$ cat config.mk
export PLATFORM = sky130hd
export DESIGN_NAME = fu_dep_matrix
export DESIGN_NICKNAME = d
export VERILOG_FILES = /design/src/rtl/fudep_pkg.sv /design/src/rtl/fudep_cell.sv /design/src/rtl/fudep_row.sv /design/src/rtl/fu_dep_matrix.sv
export SDC_FILE = /design/constraint.sdc
export NUM_CORES = 1
export LEC_CHECK = 0
export ABC_AREA = 0
export BUFFER_PORTS_ARGS = -buffer_cell sky130_fd_sc_hd__buf_2
export CORE_ASPECT_RATIO = 0.9
export CORE_MARGIN = 4
export CORE_UTILIZATION = 54
export DETAILED_ROUTE_END_ITERATION = 8
export MAX_ROUTING_LAYER = met4
export PLACE_DENSITY = 0.87
export SYNTH_ARGS = -nofsm -noshare
export SYNTH_HDL_FRONTEND = slang
export SYNTH_SLANG_ARGS = --single-unit
export TNS_END_PERCENT = 50
$ cat constraint.sdc
create_clock -name clk -period 2.5 [get_ports clk]
set_input_delay 0.125 -clock clk [delete_from_list [all_inputs] [get_ports clk]]
set_output_delay 0.125 -clock clk [all_outputs]
set_load 0.05 [all_outputs]
$ cat src/rtl/fudep_pkg.sv
package fudep_pkg;
    typedef enum logic [1:0] {
        ROW_FREE  = 2'd0,
        ROW_READ  = 2'd1,
        ROW_WRITE = 2'd2
    } row_state_t;
endpackage

$ cat src/rtl/fudep_cell.sv
// One wait bit: loaded from the issue snapshot, cleared by a done strobe.
module fudep_cell (
    input  logic clk,
    input  logic rst_n,
    input  logic load,
    input  logic snap,
    input  logic clr,
    output logic q
);
    always_ff @(posedge clk) begin
        if (!rst_n)
            q <= 1'b0;
        else if (load)
            q <= snap & ~clr;   // a done in the issue cycle wins
        else if (clr)
            q <= 1'b0;
    end
endmodule

$ cat src/rtl/fudep_row.sv
// One row of the matrix: wait fields for one unit plus its phase machine.
module fudep_row
    import fudep_pkg::*;
#(
    parameter int N   = 4,
    parameter int ROW = 0
) (
    input  logic         clk,
    input  logic         rst_n,
    input  logic         issue,
    input  logic [N-1:0] rd_snap,
    input  logic [N-1:0] wr_snap,
    input  logic [N-1:0] rd_done,
    input  logic [N-1:0] wr_done,
    output logic         go_rd,
    output logic         go_wr
);
    row_state_t   state_q, state_d;
    logic [N-1:0] rd_wait;
    logic [N-1:0] wr_wait;
    logic         accept;
    logic         diag_unused;

    assign accept = issue && (state_q == ROW_FREE);

    for (genvar j = 0; j < N; j++) begin : g_col
        if (j == ROW) begin : g_diag
            assign rd_wait[j] = 1'b0;
            assign wr_wait[j] = 1'b0;
        end else begin : g_cell
            fudep_cell u_rd (
                .clk  (clk),
                .rst_n(rst_n),
                .load (accept),
                .snap (rd_snap[j]),
                .clr  (rd_done[j]),
                .q    (rd_wait[j])
            );
            fudep_cell u_wr (
                .clk  (clk),
                .rst_n(rst_n),
                .load (accept),
                .snap (wr_snap[j]),
                .clr  (wr_done[j]),
                .q    (wr_wait[j])
            );
        end
    end

    assign diag_unused = rd_snap[ROW] ^ wr_snap[ROW];

    always_comb begin
        state_d = state_q;
        unique case (state_q)
            ROW_FREE:  if (issue)                 state_d = ROW_READ;
            ROW_READ:  if (rd_done[ROW] && go_rd) state_d = ROW_WRITE;
            ROW_WRITE: if (wr_done[ROW] && go_wr) state_d = ROW_FREE;
            default:                              state_d = ROW_FREE;
        endcase
    end

    always_ff @(posedge clk) begin
        if (!rst_n)
            state_q <= ROW_FREE;
        else
            state_q <= state_d;
    end

    always_comb begin
        go_rd = (state_q == ROW_READ)  && (wr_wait == '0);
        go_wr = (state_q == ROW_WRITE) && (rd_wait == '0);
    end
endmodule

$ cat src/rtl/fu_dep_matrix.sv
module fu_dep_matrix #(
    parameter int NUM_FU = 4
) (
    input  logic              clk,
    input  logic              rst_n,
    input  logic [NUM_FU-1:0] issue_i,
    input  logic [NUM_FU-1:0] rd_pend_i,
    input  logic [NUM_FU-1:0] wr_pend_i,
    input  logic [NUM_FU-1:0] rd_done_i,
    input  logic [NUM_FU-1:0] wr_done_i,
    output logic [NUM_FU-1:0] go_rd_o,
    output logic [NUM_FU-1:0] go_wr_o
);
    for (genvar i = 0; i < NUM_FU; i++) begin : g_row
        fudep_row #(
            .N  (NUM_FU),
            .ROW(i)
        ) u_row (
            .clk    (clk),
            .rst_n  (rst_n),
            .issue  (issue_i[i]),
            .rd_snap(rd_pend_i),
            .wr_snap(wr_pend_i),
            .rd_done(rd_done_i),
            .wr_done(wr_done_i),
            .go_rd  (go_rd_o[i]),
            .go_wr  (go_wr_o[i])
        );
    end
endmodule

==> flow_metrics.tcl <==
set metrics [dict create \
    status "complete, no violations" \
    seq_area_frac_synth_pct 40.4 \
    synthFlopType "dfxtp_1" \
    synthTopCellsByCount "36 x nand3b_1, 32 x dfxtp_1, 24 x mux2i_1" \
    wirelength_um 3790 \
    clock_latency_ps 350 \
    dp_hpwl_um 2710 \
    vias_per_cell 6.04 \
    antenna_left 0 \
    grt_max_degree 30 \
    numCtsBuffers 5 \
    yosys-mux-area-fraction_pct 15.2 \
    rows 18 \
    max-cap-violations 0 \
    critPathTopFamily "simple AND/OR/NAND/NOR gates" \
    root_buffer "clkbuf_4" \
    tightest_slew_ps 567 \
    rrSetupSlack_ps 1280 \
    yosysWarnings 0 \
    clk_path_buf_depth 2 \
    drc 0 \
    hold_violations 0 \
    synth_top_area_share_pct 40.4 \
    synth_fp_nets 174 \
    initial_core_util_pct 57.2 \
    yosys.area_share.adder_pct 0 \
    grt-ovfl-total 0 \
    cp_num_buf_inv 1 \
    io_pins 30 \
    synth-simple-area-share_pct 33.1 \
    antennaDiodeCount 0 \
    setup_viol 0 \
    syn_avg_cell_area_um2 10.4 \
    hold_buffers 0 \
    layout_min_cycle_time_ps 1780 \
    wire_per_inst_um 17.7 \
    endpoint "go_rd_o[0]" \
    netlist_area_um2 1590 \
    fin_util_pct 63.6 \
    path_depth 3 \
    netlist_top_cells_area "dfxtp_1 40%, nand3b_1 17%, mux2i_1 15%, buf_4 4.7%, nor4b_1 4.4%" \
    clkTransAtPathRegs_ps 100 \
    power_density_nw_per_um2 656 \
    drt-initial-drc-count 99 \
    finalClockSkew_ps 7.42 \
    required_ps 2380 \
    die_area_um2 3870 \
    grt_usage_pct 21.9 \
    hold_class "in2reg" \
    fp.dieW_um 65.1 \
    clock_sinks 32 \
    ys_ff_latch 32 \
    port_buffers 29 \
    endpoint_kind "output pin" \
    rr_endpoint "g_row[3].u_row.g_col[0].g_cell.u_wr.q$_SDFFE_PN0P_" \
    area_delta_synth_final_pct 11.0 \
    synth_top_family_by_area "simple AND/OR/NAND/NOR gates" \
    relSlewSlack_pct 62.1 \
    max_freq_ghz 0.561 \
    antenna_found_initial 0 \
    setup.worst_path.class "reg2out" \
    core_um2 2770 \
    ff2ff_path_depth 2 \
    synth_top_cell_by_area "dfxtp_1" \
    synth_cells 152 \
    path_max_fanout 6 \
    finalSetupTns_ps 0 \
    vias 1293 \
    cp_slowest_stage_delay_ps 490 \
    startpoint_type "flop" \
    synth.distinct_cells 23 \
    cts_resized 0 \
    gp_congestion 0.809 \
    rsz0062_at_grt "no" \
    slew_violations 0 \
    nFillCells 246 \
    layout-drive-gt1-share_pct 22.4 \
    synth-edff-count 0 \
    finalCritPeriodShare_pct 71.3 \
    htree_levels 2 \
    p_leak_nw 0.735 \
    firstDrtPassIters 4 \
    grt_pass1_vias 1294 \
    critPathSlowestCell "or4b_1" \
    startpoint "g_row[0].u_row.state_q[0]$_SDFFE_PN0P_" \
    synth-xor-area-share_pct 0 \
    final_nets 195 \
    post-synth-top-count-cell "nand3b_1" \
    ir_worst_vdd_v 0.000459 \
    postCtsSetupBuffers 0 \
    synth_async_sr_flop_share_pct 0 \
    synth_compound_area_share_pct 4.26 \
    r2r-start "g_row[3].u_row.state_q[0]$_SDFFE_PN0P_" \
    die_h_um 59.4 \
    cts_tree "done" \
    arrival_ps 1660 \
    crit_chain "or4b_1 > nor2_1 > buf_2" \
    grt_pass1_wl_um 6050 \
]
-- power by group --
part,internal [mW],total [mW],switching [mW]
logic,0.0787,0.191,0.113
registers,0.534,0.557,0.0230
clock network,0.208,0.406,0.198
total,0.821,1.15,0.333
-- layout make-up --
| cell class | count | area [um^2] | share of cell area (%) |
|---|---|---|---|
| Timing Repair Buffer | 30 | 153 | 8.67 |
| Clock buffer | 5 | 37.5 | 2.13 |
| Tap cell | 40 | 50.0 | 2.84 |
| Clock inverter | 3 | 42.5 | 2.42 |
| Multi-Input combinational cell | 103 | 833 | 47.3 |
| Sequential cell | 32 | 641 | 36.4 |
| Inverter | 1 | 3.75 | 0.213 |
-- worst min-delay path by stage --
| stage | start | end | cells past startpoint |
|---|---|---|---|
| 3_5_place_dp | issue_i[1] | g_row[1].u_row.state_q[0]$_SDFFE_PN0P_ | 3 |
| 5_1_grt | issue_i[3] | g_row[3].u_row.state_q[0]$_SDFFE_PN0P_ | 3 |
| 4_1_cts | issue_i[1] | g_row[1].u_row.state_q[0]$_SDFFE_PN0P_ | 3 |
| 6_report | issue_i[3] | g_row[3].u_row.state_q[0]$_SDFFE_PN0P_ | 3 |
| 3_3_place_gp | issue_i[3] | g_row[3].u_row.state_q[0]$_SDFFE_PN0P_ | 3 |
| 2_1_floorplan | rd_done_i[0] | g_row[0].u_row.state_q[0]$_SDFFE_PN0P_ | 1 |
-- routing by layer --
layer,GRT usage [%],vias to the layer above,part of all wire [%]
li1,-,615,-
met1,27.7,614,45
met2,32.4,56,44
met3,5.69,8,9.6
met4,11.5,0,2.2
met5,-,-,0
-- through the flow --
step	setup WS, ps	hold WS [ps]	instance area, um^2	std cells	power (mW)
floorplan	1260	239	1590	152	0.721
global placement	1180	408	1680	206	0.750
detailed placement	1140	430	1680	206	0.758
CTS	738	52.0	1760	214	1.16
global route	656	55.1	1760	214	1.20
finish	717	57.1	1760	214	1.15
-- logic make-up after synthesis --
group	count (synthesis)
simple gates	71
flops	32
mux	24
buf+inv	17
compound gates	8
-- sequential cells by signal, indices dropped and copies added, names as in the netlist --
name and count:
g_row.u_row.g_col.g_cell.u_wr.q 12, g_row.u_row.state_q 8, g_row.u_row.g_col.g_cell.u_rd.q 12
-- cells in the final DEF, fill, tap and decap left out --
| cell type | n |
|---|---|
| a2111oi_0 | 3 |
| and2_1 | 1 |
| and3b_2 | 1 |
| buf_2 | 29 |
| buf_4 | 1 |
| bufinv_16 | 1 |
| clkbuf_4 | 5 |
| clkinv_2 | 1 |
| clkinvlp_4 | 1 |
| dfxtp_1 | 32 |
| inv_1 | 1 |
| mux2i_1 | 24 |
| nand2b_1 | 4 |
| nand3b_1 | 36 |
| nor2_1 | 5 |
| nor3b_1 | 2 |
| nor4_1 | 6 |
| nor4b_1 | 8 |
| o22ai_1 | 1 |
| o2bb2ai_1 | 1 |
| o32ai_1 | 3 |
| or2b_1 | 1 |
| or3b_1 | 4 |
| or4b_1 | 3 |
-- worst reg2reg max path, stage by stage, from the launching register on --
cell and delay, ps:
dfxtp_1 360, or3b_1 560, mux2i_1 180
No activity file was read; power rests on OpenSTA's default activity.
